<file path="config.mk">
export PLATFORM = sky130hd
export DESIGN_NAME = sdram_cmd_seq
export DESIGN_NICKNAME = d
export VERILOG_FILES = /design/src/rtl/sdram_seq_pkg.sv /design/src/rtl/sdram_gap_timer.sv /design/src/rtl/sdram_refresh_tick.sv /design/src/rtl/sdram_cmd_drive.sv /design/src/rtl/sdram_cmd_seq.sv
export SDC_FILE = /design/constraint.sdc
export NUM_CORES = 1
export LEC_CHECK = 0
export CAP_MARGIN = 20
export CORE_MARGIN = 3
export CORE_UTILIZATION = 45
export CTS_CLUSTER_DIAMETER = 120
export DETAILED_ROUTE_END_ITERATION = 12
export GPL_TIMING_DRIVEN = 0
export PLACE_DENSITY = 0.74
export SKIP_CTS_REPAIR_TIMING = 1
export SLEW_MARGIN = 10
export SYNTH_ARGS = -nofsm -noshare
export SYNTH_HDL_FRONTEND = slang
export SYNTH_SLANG_ARGS = --single-unit
</file>
<file path="constraint.sdc">
create_clock -name clk -period 2.7 [get_ports clk]
set_input_delay 0.54 -clock clk [delete_from_list [all_inputs] [get_ports clk]]
set_output_delay 0.54 -clock clk [all_outputs]
set_load 0.01 [all_outputs]
</file>
<file path="src/rtl/sdram_seq_pkg.sv">
package sdram_seq_pkg;

  // Encoded as {ras_n, cas_n, we_n}
  typedef enum logic [2:0] {
    CMD_MRS = 3'b000,
    CMD_REF = 3'b001,
    CMD_PRE = 3'b010,
    CMD_ACT = 3'b011,
    CMD_WR  = 3'b100,
    CMD_RD  = 3'b101,
    CMD_BST = 3'b110,
    CMD_NOP = 3'b111
  } sdram_cmd_e;

  typedef enum logic [2:0] {
    ST_PRE_ALL,
    ST_REF_1,
    ST_REF_2,
    ST_MRS,
    ST_IDLE,
    ST_COL
  } seq_state_e;

  function automatic int imax(input int x, input int y);
    return (x > y) ? x : y;
  endfunction

  function automatic int power_up_cycles(input int us, input int mhz);
    return us * mhz;
  endfunction

  function automatic int refresh_interval(input int ms, input int mhz, input int rows);
    return (ms * 1000 * mhz) / rows;
  endfunction

  // Cycles from a read column command (auto-precharge) to the next command
  function automatic int read_gap(input int rcd, input int ras, input int rp, input int rc);
    return imax(1, imax(rc - rcd, ras + rp - rcd));
  endfunction

  // Single-beat write: the data beat is the column cycle itself
  function automatic int write_gap(input int rcd, input int ras, input int rp, input int rc,
                                   input int dal);
    return imax(read_gap(rcd, ras, rp, rc), dal);
  endfunction

  // Burst length one (code 0), sequential order, latency in bits 6:4
  function automatic int mode_word(input int cl);
    return (cl & 7) << 4;
  endfunction

endpackage

</file>
<file path="src/rtl/sdram_gap_timer.sv">
module sdram_gap_timer #(
  parameter int W         = 16,
  parameter int RESET_VAL = 0
) (
  input  logic         clk,
  input  logic         rst_n,
  input  logic         load,
  input  logic [W-1:0] load_val,
  output logic         zero
);

  logic [W-1:0] cnt_q;

  always_ff @(posedge clk) begin
    if (!rst_n)            cnt_q <= W'(RESET_VAL);
    else if (load)         cnt_q <= load_val;
    else if (cnt_q != '0)  cnt_q <= cnt_q - 1'b1;
  end

  assign zero = (cnt_q == '0);

  // A new spacing is only started once the previous one has run out
  p_load_when_done_r8: assert property (@(posedge clk) disable iff (!rst_n)
    load |-> zero);

endmodule

</file>
<file path="src/rtl/sdram_refresh_tick.sv">
module sdram_refresh_tick #(
  parameter int INTERVAL = 2593,
  localparam int W = (INTERVAL > 1) ? $clog2(INTERVAL) : 1
) (
  input  logic clk,
  input  logic rst_n,
  input  logic enable,
  input  logic served,
  output logic pending
);

  logic [W-1:0] cnt_q;
  logic         expire;

  assign expire = enable && (cnt_q == W'(INTERVAL - 1));

  always_ff @(posedge clk) begin
    if (!rst_n) begin
      cnt_q   <= '0;
      pending <= 1'b0;
    end else begin
      if (enable) cnt_q <= expire ? '0 : cnt_q + 1'b1;
      if (expire)      pending <= 1'b1;
      else if (served) pending <= 1'b0;
    end
  end

  // A refresh is only issued against a due request
  p_served_needs_due_r9: assert property (@(posedge clk) disable iff (!rst_n)
    served |-> pending);

  // No interval elapses while the previous one is still owed
  p_no_lost_refresh_r9: assert property (@(posedge clk) disable iff (!rst_n)
    expire |-> (!pending || served));

endmodule

</file>
<file path="src/rtl/sdram_cmd_drive.sv">
module sdram_cmd_drive
  import sdram_seq_pkg::*;
#(
  parameter int BANK_W = 2,
  parameter int ADDR_W = 12
) (
  input  logic              clk,
  input  logic              rst_n,
  input  sdram_cmd_e        cmd_nxt,
  input  logic [BANK_W-1:0] ba_nxt,
  input  logic [ADDR_W-1:0] a_nxt,
  input  logic              ack_nxt,
  output sdram_cmd_e        cmd_q,
  output logic              cs_n,
  output logic              ras_n,
  output logic              cas_n,
  output logic              we_n,
  output logic [BANK_W-1:0] ba,
  output logic [ADDR_W-1:0] a,
  output logic              ack
);

  always_ff @(posedge clk) begin
    if (!rst_n) begin
      cs_n  <= 1'b1;
      cmd_q <= CMD_NOP;
      ba    <= '0;
      a     <= '0;
      ack   <= 1'b0;
    end else begin
      cs_n  <= 1'b0;
      cmd_q <= cmd_nxt;
      ba    <= ba_nxt;
      a     <= a_nxt;
      ack   <= ack_nxt;
    end
  end

  assign {ras_n, cas_n, we_n} = 3'(cmd_q);

  // The acknowledge travels with the column command
  p_ack_is_column_r7: assert property (@(posedge clk) disable iff (!rst_n)
    ack |-> (cmd_q == CMD_RD || cmd_q == CMD_WR));
  p_column_has_ack_r7: assert property (@(posedge clk) disable iff (!rst_n)
    (cmd_q == CMD_RD || cmd_q == CMD_WR) |-> ack);

endmodule

</file>
<file path="src/rtl/sdram_cmd_seq.sv">
module sdram_cmd_seq
  import sdram_seq_pkg::*;
#(
  parameter int BANK_W       = 2,
  parameter int ROW_W        = 12,
  parameter int COL_W        = 8,
  parameter int CLK_MHZ      = 166,
  parameter int INIT_US      = 200,
  parameter int REFRESH_MS   = 64,
  parameter int REFRESH_ROWS = 4096,
  parameter int CAS_LAT      = 3,
  parameter int T_RCD        = 3,
  parameter int T_RP         = 3,
  parameter int T_RAS        = 7,
  parameter int T_RC         = 10,
  parameter int T_MRD        = 2,
  parameter int T_DAL        = 5,
  localparam int HADDR_W     = BANK_W + ROW_W + COL_W
) (
  input  logic               clk,
  input  logic               rst_n,
  input  logic               host_req,
  input  logic               host_we,
  input  logic [HADDR_W-1:0] host_addr,
  output logic               host_ready,
  output logic               host_ack,
  output logic               sd_cs_n,
  output logic               sd_ras_n,
  output logic               sd_cas_n,
  output logic               sd_we_n,
  output logic [BANK_W-1:0]  sd_ba,
  output logic [ROW_W-1:0]   sd_a
);

  localparam int AP_BIT   = 10;
  localparam int INIT_CYC = power_up_cycles(INIT_US, CLK_MHZ);
  localparam int REFI     = refresh_interval(REFRESH_MS, CLK_MHZ, REFRESH_ROWS);
  localparam int RD_GAP   = read_gap(T_RCD, T_RAS, T_RP, T_RC);
  localparam int WR_GAP   = write_gap(T_RCD, T_RAS, T_RP, T_RC, T_DAL);
  localparam int GAP_MAX  = imax(imax(INIT_CYC, WR_GAP), imax(T_RC, imax(T_RP, T_MRD)));
  localparam int GAP_W    = $clog2(GAP_MAX + 1);
  localparam int TRK_W    = 8;
  localparam logic [TRK_W-1:0] TRK_SAT = '1;

  // ---------------- state ----------------
  seq_state_e          state_q, state_d;
  logic                init_done_q;
  logic [BANK_W-1:0]   bank_q;
  logic [COL_W-1:0]    col_q;
  logic                we_q;

  // named internal events
  logic                gap_zero;
  logic                gap_load;
  logic [GAP_W-1:0]    gap_val;
  logic                ref_pend;
  logic                ref_served;
  logic                accept;
  sdram_cmd_e          cmd_nxt;
  sdram_cmd_e          cmd_q;
  logic [BANK_W-1:0]   ba_nxt;
  logic [ROW_W-1:0]    a_nxt;
  logic                ack_nxt;

  logic [BANK_W-1:0]   req_bank;
  logic [ROW_W-1:0]    req_row;
  logic [COL_W-1:0]    req_col;

  assign req_bank = host_addr[HADDR_W-1 -: BANK_W];
  assign req_row  = host_addr[COL_W +: ROW_W];
  assign req_col  = host_addr[COL_W-1:0];

  sdram_gap_timer #(.W(GAP_W), .RESET_VAL(INIT_CYC - 1)) u_gap (
    .clk      (clk),
    .rst_n    (rst_n),
    .load     (gap_load),
    .load_val (gap_val),
    .zero     (gap_zero)
  );

  sdram_refresh_tick #(.INTERVAL(REFI)) u_refresh (
    .clk     (clk),
    .rst_n   (rst_n),
    .enable  (init_done_q),
    .served  (ref_served),
    .pending (ref_pend)
  );

  // ---------------- sequencing ----------------
  always_comb begin
    state_d    = state_q;
    cmd_nxt    = CMD_NOP;
    ba_nxt     = '0;
    a_nxt      = '0;
    ack_nxt    = 1'b0;
    gap_load   = 1'b0;
    gap_val    = '0;
    ref_served = 1'b0;
    accept     = 1'b0;
    if (gap_zero) begin
      unique case (state_q)
        ST_PRE_ALL: begin
          cmd_nxt       = CMD_PRE;
          a_nxt[AP_BIT] = 1'b1;
          gap_load      = 1'b1;
          gap_val       = GAP_W'(T_RP - 1);
          state_d       = ST_REF_1;
        end
        ST_REF_1, ST_REF_2: begin
          cmd_nxt  = CMD_REF;
          gap_load = 1'b1;
          gap_val  = GAP_W'(T_RC - 1);
          state_d  = (state_q == ST_REF_1) ? ST_REF_2 : ST_MRS;
        end
        ST_MRS: begin
          cmd_nxt  = CMD_MRS;
          a_nxt    = ROW_W'(mode_word(CAS_LAT));
          gap_load = 1'b1;
          gap_val  = GAP_W'(T_MRD - 1);
          state_d  = ST_IDLE;
        end
        ST_IDLE: begin
          if (ref_pend) begin
            cmd_nxt    = CMD_REF;
            ref_served = 1'b1;
            gap_load   = 1'b1;
            gap_val    = GAP_W'(T_RC - 1);
          end else if (host_req) begin
            cmd_nxt  = CMD_ACT;
            ba_nxt   = req_bank;
            a_nxt    = req_row;
            accept   = 1'b1;
            gap_load = 1'b1;
            gap_val  = GAP_W'(T_RCD - 1);
            state_d  = ST_COL;
          end
        end
        ST_COL: begin
          cmd_nxt              = we_q ? CMD_WR : CMD_RD;
          ba_nxt               = bank_q;
          a_nxt[COL_W-1:0]     = col_q;
          a_nxt[AP_BIT]        = 1'b1;
          ack_nxt              = 1'b1;
          gap_load             = 1'b1;
          gap_val              = we_q ? GAP_W'(WR_GAP - 1) : GAP_W'(RD_GAP - 1);
          state_d              = ST_IDLE;
        end
        default: state_d = ST_IDLE;
      endcase
    end
  end

  always_ff @(posedge clk) begin
    if (!rst_n) begin
      state_q     <= ST_PRE_ALL;
      init_done_q <= 1'b0;
      bank_q      <= '0;
      col_q       <= '0;
      we_q        <= 1'b0;
    end else begin
      state_q <= state_d;
      if (state_q == ST_MRS && gap_zero) init_done_q <= 1'b1;
      if (accept) begin
        bank_q <= req_bank;
        col_q  <= req_col;
        we_q   <= host_we;
      end
    end
  end

  assign host_ready = (state_q == ST_IDLE) && gap_zero && !ref_pend;

  sdram_cmd_drive #(.BANK_W(BANK_W), .ADDR_W(ROW_W)) u_drive (
    .clk     (clk),
    .rst_n   (rst_n),
    .cmd_nxt (cmd_nxt),
    .ba_nxt  (ba_nxt),
    .a_nxt   (a_nxt),
    .ack_nxt (ack_nxt),
    .cmd_q   (cmd_q),
    .cs_n    (sd_cs_n),
    .ras_n   (sd_ras_n),
    .cas_n   (sd_cas_n),
    .we_n    (sd_we_n),
    .ba      (sd_ba),
    .a       (sd_a),
    .ack     (host_ack)
  );

  // ---------------- bus spacing trackers for the assertions ----------------
  logic [TRK_W-1:0] since_act, since_ref, since_mrs, since_col;
  logic             last_col_wr;
  logic             col_on_bus;

  assign col_on_bus = (cmd_q == CMD_RD) || (cmd_q == CMD_WR);

  function automatic logic [TRK_W-1:0] bump(input logic [TRK_W-1:0] v);
    return (v == TRK_SAT) ? v : v + 1'b1;
  endfunction

  always_ff @(posedge clk) begin
    if (!rst_n) begin
      since_act   <= TRK_SAT;
      since_ref   <= TRK_SAT;
      since_mrs   <= TRK_SAT;
      since_col   <= TRK_SAT;
      last_col_wr <= 1'b0;
    end else begin
      since_act <= (cmd_q == CMD_ACT) ? TRK_W'(1) : bump(since_act);
      since_ref <= (cmd_q == CMD_REF) ? TRK_W'(1) : bump(since_ref);
      since_mrs <= (cmd_q == CMD_MRS) ? TRK_W'(1) : bump(since_mrs);
      since_col <= col_on_bus         ? TRK_W'(1) : bump(since_col);
      if (col_on_bus) last_col_wr <= (cmd_q == CMD_WR);
    end
  end

  p_rcd_exact_r5: assert property (@(posedge clk) disable iff (!rst_n)
    col_on_bus |-> (since_act == TRK_W'(T_RCD)));

  p_autoprecharge_r6: assert property (@(posedge clk) disable iff (!rst_n)
    col_on_bus |-> sd_a[AP_BIT]);

  p_row_cycle_r8: assert property (@(posedge clk) disable iff (!rst_n)
    (cmd_q == CMD_ACT) |-> (since_act >= TRK_W'(T_RC)));

  p_write_recovery_r8: assert property (@(posedge clk) disable iff (!rst_n)
    (cmd_q == CMD_ACT && last_col_wr) |-> (since_col >= TRK_W'(T_DAL)));

  p_refresh_spacing_r10: assert property (@(posedge clk) disable iff (!rst_n)
    (cmd_q == CMD_ACT || cmd_q == CMD_REF) |-> (since_ref >= TRK_W'(T_RC)));

  p_refresh_first_r10: assert property (@(posedge clk) disable iff (!rst_n)
    (cmd_q == CMD_ACT) |-> !$past(ref_pend));

  p_mode_settle_r2: assert property (@(posedge clk) disable iff (!rst_n)
    (cmd_q != CMD_NOP) |-> (since_mrs >= TRK_W'(T_MRD)));

  p_ready_after_init_r4: assert property (@(posedge clk) disable iff (!rst_n)
    host_ready |-> init_done_q);

  p_chip_selected_r1: assert property (@(posedge clk) disable iff (!rst_n)
    $past(rst_n) |-> !sd_cs_n);

endmodule

</file>
==> key figures, run 1 <==
Run status
  – Status: finished, final reports clean

Worst setup path
  – Crit end category: flop
  – CP max-delay cell: o21ai_0
  – Crit path required time: 2910 ps
  – Worst setup path class: flop to flop
  – Setup crit start kind: flop
  – Crit path depth: 6
  – Max FO, Critical Path: 8
  – Worst path top cell family by delay: simple AND/OR/NAND/NOR gates
  – Buf/Inv on CP: 1
  – CP peak stage delay: 620 ps
  – Critical path data arrival time: 2780 ps
  – Reg2reg path depth: 6
  – Worst-path cell chain: inv_1 > ha_2 > nor3b_1 > nand4_1 > o21ai_0 > nor2_1

Clock tree
  – CTS tree: yes
  – Clk_lat worst skew: 340 ps
  – Clock buffer depth: 2
  – CTS root buf: clkbuf_8
  – Clock sinks: between 60 and 70
  – Clk slew on worst S/H paths: ~70 ps
  – CTS buffer count: 9
  – H-Tree Depth: 3

Timing
  – PnR worst setup slack: 126 ps
  – Fmax: just under 400 MHz
  – Final hold viol count: 0
  – Final Max Slew Viols: 0
  – Max-slew headroom: 50.8%
  – Clock Skew: between 5 and 6 ps
  – Minimum clock period: around 2600 ps
  – RSZ-0062 raised after global routing: false
  – Worst slew pin tran: roughly 730 ps
  – Final worst path period share: 95.3%
  – Setup violations, final: 0

Synth
  – FFs w/ async S/R, synth: 0%
  – Synth warn: 0
  – Seq/Total Area, Yosys: 44.5%
  – Syn_nets: between 300 and 400
  – Post-synth top area share: approximately 45%
  – Synthesized area per cell: about 8.6 sq um
  – Syn Inst Count: 328
  – Main synth FF type: dfxtp_1
  – Register bit total from synthesis: 63
  – Post-synth EDFFs: 0
  – Most common cell in the netlist: dfxtp_1
  – Post-Syn Area: 2830 sq um
  – Distinct cells, synth: 50
  – Post-synth top area cell: dfxtp_1
  – Post-synth top cells: 63 x dfxtp_1, 43 x nand2_1, 35 x nor2_1
  – Leading post-synthesis cells by cell area: dfxtp_1 45%, nand2_1 5.7%, nor2_1 4.6%

Drt
  – Via density: about 5.6
  – Detail Route Antenna Nets: 0
  – Residual DRC count: 0
  – 1st-iter DRT viols: about 120
  – Post-DR wirelength/cell: approximately 15 microns
  – Final WL: 7010 microns
  – DRT Pass-1 Iters: 5
  – Vias: 2596

Pwr
  – Cell area power density: about 500 nW/um^2
  – Worst vdd ir: 0.332 mV
  – Total power: 1.81 mW
  – Lkg Pwr: approximately 1.3 nW

Global routing
  – First-pass GRT wire length: between 10000 and 15000 microns
  – Vias in the first global route: ~2500
  – Largest net degree at the start of global routing: 12
  – All-Layer GR Usage: 20.1%
  – Initial antenna violation count: 0
  – Remaining Overflow, GRT: 0

Placed design
  – Place WS: -478 ps
  – Placed cells: between 400 and 500
  – Dpl cell area: between 3000 and 4000 sq um
  – Post-DP HPWL: slightly below 5000 microns
  – GP Congestion: 0.835
  – I/O Buffers: between 40 and 50

Floorplan
  – Die Wd: between 80 and 90 microns
  – Die Y-Extent: approximately 85 microns
  – Die area: roughly 7300 sq um
  – Core area: 5990 sq um
  – Initial Util: 47.3%
  – I/O pin count: 46
  – Num rows: 28

Cells and area
  – Nets: 414
  – Final core occ: between 50 and 60%
  – Post-route insts no fill: 465
  – Fraction of layout cells with a size suffix above 1: 8.97%
  – Number of antenna diodes: 0
  – P&R area growth vs syn: 26.9%
  – Design Area, Final: roughly 3600 sq um

Hold path
  – Hold WC Path Type: flop to flop
  – Hold Path Depth: 2

Run
  – Max cap viols: 0
-- through the flow --
step / hold WS [ps] / setup TNS, ps
6_report: 467 / 0
5_1_grt: 493 / 0
4_1_cts: 468 / -891
3_5_place_dp: 452 / -478
3_3_place_gp: 449 / -508
2_1_floorplan: 438 / 0
-- state kept, by name, summed over array words and instances (netlist names) --
register	count
bank_q	2
col_q	8
init_done_q	1
state_q	3
u_drive.a	12
u_drive.ack	1
u_drive.ba	2
u_drive.cmd_q	3
u_drive.cs_n	1
u_gap.cnt_q	16
u_refresh.cnt_q	12
u_refresh.pending	1
we_q	1
-- cell usage in the layout, fill, tap and decap left out, types with 3 or more instances in the layout --
cell type and instances:
or4_1 4, nor4_1 3, xor2_1 9, clkinv_2 3
and3_1 10, or3_1 5, and2_1 3, clkbuf_1 13
mux2i_1 13, nand2_1 43, clkdlybuf4s50_1 44, buf_2 3
a21oi_1 15, a221oi_1 3, dfxtp_1 63, nor2b_1 7
nor2_1 35, inv_1 4, clkbuf_8 9, and4_1 3
buf_4 3, a22oi_1 6, nor3_1 4, nand3_1 16
o21ai_0 16, nand2b_1 4, nor4_2 3, nand4_1 6
-- per-layer routing --
metal	vias up	track usage, %	wire, microns
li1	1291	-	-
met5	-	0	0
met1	1219	24.3	3050
met4	0	7.63	131
met3	15	6.12	434
met2	71	33.6	3390
-- worst reg2reg max path, delay by kind of cell, from the launching register on --
kind	cells	cell delay [ps]
compound gates	1	620
fa+ha+maj	1	200
buf+inv	1	110
flops	1	350
simple gates	3	1160
-- cell families (layout without fill, tap and decap cells) --
logic type               Yosys count  count (layout)  synth area share, %
flip-flops                        63              63                 44.5
XOR/XNOR                          10              10                 3.09
AO/OA/AOI/OAI                     58              58                 13.3
buffers and inverters             22              84                 3.14
AND/OR/NAND/NOR                  159             159                 30.0
adder cells (fa/ha/maj)            3               3                 1.33
multiplexers                      13              13                 4.60
-- final cells by class --
| type | count | area [sq um] |
|---|---|---|
| clock buffer | 10 | 128 |
| inverter | 6 | 22.5 |
| timing repair buffer | 47 | 460 |
| fill | 501 | 2400 |
| multi-input combinational | 243 | 1500 |
| buffer | 15 | 62.6 |
| tap | 75 | 93.8 |
| sequential | 63 | 1260 |
| clock inverter | 6 | 61.3 |
-- where the power goes --
| group | internal [mW] | total (mW) | switching [mW] |
|---|---|---|---|
| Sequential | 0.933 | 0.938 | 0.00497 |
| Combinational | 0.0443 | 0.0786 | 0.0343 |
| Clock | 0.423 | 0.795 | 0.373 |
| Total | 1.40 | 1.81 | 0.412 |
-- path summary, 6_finish.rpt --
kind                            slack (ps)               to            from
worst min-delay path                   470         col_q[3]        col_q[3]
worst max-delay path                   130  u_gap.cnt_q[14]  u_gap.cnt_q[1]
worst max register to register         130  u_gap.cnt_q[14]  u_gap.cnt_q[1]
worst min register to register         470         col_q[3]        col_q[3]
Power figures use the tool's default switching activity.
==> run 2, diff against run 1 <==
- ABC_CLOCK_PERIOD_IN_PS: not set -> 2700
- CORE_ASPECT_RATIO: not set -> 0.7
==> run 2 against run 1 <==
  * Worst hold slack barely moved
  * Final area increased by 0.45%
  * Power rose by 1.4%
  * Largest cell class unchanged
==> key figures, run 2 (same netlist as run 1, synthesis figures left out) <==
Run status
  – Status: finished, final reports clean

Timing
  – Minimum clock period: about 2600 ps
  – RSZ-0062 raised after global routing: false
  – PnR worst setup slack: between 100 and 150 ps
  – Final hold viol count: 0
  – Worst hold slack: 466 ps
  – Setup TNS: 0 ps
  – Max-slew headroom: a little under half
  – Setup violations, final: 0
  – Clock Skew: about 11 ps
  – Worst slew pin tran: 807 ps
  – Fmax: slightly below 400 MHz
  – Final worst path period share: 95.2%
  – Final Max Slew Viols: 0

Drt
  – Detail Route Antenna Nets: 0
  – DRT Pass-1 Iters: 4
  – Vias: 2633
  – Via density: ~5.7
  – Final WL: between 7000 and 8000 microns
  – Post-DR wirelength/cell: roughly 16 microns
  – 1st-iter DRT viols: between 150 and 200
  – Residual DRC count: 0

Cells and area
  – Largest register FFs: 16
  – Number of antenna diodes: 0
  – Nets: between 400 and 500
  – Largest register by flop count: u_gap.cnt_q
  – Largest regs: u_gap.cnt_q: 16 flops, u_drive.a: 12 flops, u_refresh.cnt_q: 12 flops
  – Fraction of layout cells with a size suffix above 1: around 9%
  – Final core occ: about 61%
  – Most common cell after layout, fill and taps aside: dfxtp_1
  – Post-route insts no fill: approximately 470
  – FILL cells: between 500 and 600
  – Design Area, Final: 3610 sq um
  – Most frequent cells in the layout: 63 x dfxtp_1, 44 x clkdlybuf4s50_1, 43 x nand2_1, 35 x nor2_1
  – P&R area growth vs syn: 27.5%

Worst setup path
  – Setup crit start kind: flop
  – Crit end category: primary output
  – Worst reg2reg path startpoint: u_gap.cnt_q[15]
  – Max FO, Critical Path: 6
  – Worst setup path class: flop to primary output
  – Critical path data arrival time: ~2000 ps
  – Crit path required time: 2160 ps
  – Crit path from: u_gap.cnt_q[15]

Pwr
  – Worst vdd ir: between 0.2 and 0.3 mV
  – Total power: between 1.5 and 2 mW
  – Lkg Pwr: roughly 1.4 nW
  – Cell area power density: between 500 and 600 nW/um^2

Floorplan
  – Die Wd: 101 microns
  – Die Y-Extent: between 70 and 80 microns
  – Initial Util: 48.0%
  – Die area: between 7000 and 8000 sq um
  – I/O pin count: 46
  – Num rows: 23
  – Core area: between 5000 and 6000 sq um

Clock tree
  – H-Tree Depth: 3
  – CTS buffer count: 9
  – Clock buffer depth: 2
  – Clk slew on worst S/H paths: ~60 ps
  – CTS root buf: clkbuf_8
  – CTS tree: yes
  – Clk_lat worst skew: 340 ps
  – Clock sinks: 63

Placed design
  – Post-DP HPWL: between 5000 and 6000 microns
  – Dpl cell area: roughly 3400 sq um
  – I/O Buffers: 45
  – Place WS: -573 ps
  – Placed cells: approximately 450
  – GP Congestion: about 0.90

Run
  – Max cap viols: 0

Global routing
  – Largest net degree at the start of global routing: 11
  – Remaining Overflow, GRT: 0
  – Vias in the first global route: roughly 2400
  – All-Layer GR Usage: between 20% and 30%
  – Initial antenna violation count: 0
  – First-pass GRT wire length: 11900 microns

Hold path
  – HP Start: col_q[1]
  – Hold WC Path Type: flop to flop
run 2: changes by cell type in the layout (fill, tap and decap cells not counted), sizes merged:
cell,before,now
clkinv,4,1
clkbuf,22,24
buf,6,7
run 2: per-layer routing:
| layer | vias up | global-route usage (%) | share of wire (%) |
|---|---|---|---|
| met5 | - | 0 | 0 |
| met1 | 1246 | 30.3 | 49 |
| met4 | 0 | 7.77 | 1.6 |
| li1 | 1289 | - | - |
| met3 | 15 | 7.88 | 7.2 |
| met2 | 83 | 29.0 | 43 |
run 2: cell type report:
class | instances | area, sq um | area share [%]
Multi-Input combinational cell | 243 | 1500 | 41.7
Sequential cell | 63 | 1260 | 34.9
Timing Repair Buffer | 48 | 468 | 13.0
Clock buffer | 12 | 155 | 4.30
Tap cell | 75 | 93.8 | 2.60
Buffer | 15 | 62.6 | 1.73
Clock inverter | 3 | 42.5 | 1.18
Inverter | 6 | 22.5 | 0.624
run 2: worst max-delay path, stage by stage, from the launching register on:
cell and delay (ps):
dfxtp_1 360, or4_1 620, nor3_4 260, nand2_1 100
nor4_2 170, buf_2 180
run 2: path summary, 6_finish.rpt:
| kind | endpoint | slack, ps | depth (start not counted) |
|---|---|---|---|
| max | host_ready | 130 | 5 |
| min | col_q[1] | 470 | 2 |
| max reg2reg | u_gap.cnt_q[14] | 260 | 4 |
| min reg2reg | col_q[1] | 470 | 2 |
run 2: report_power, final:
group / switching (mW) / total (mW) / internal, mW
Sequential: 0.00499 / 0.939 / 0.934
Clock: 0.346 / 0.816 / 0.470
Combinational: 0.0378 / 0.0826 / 0.0449
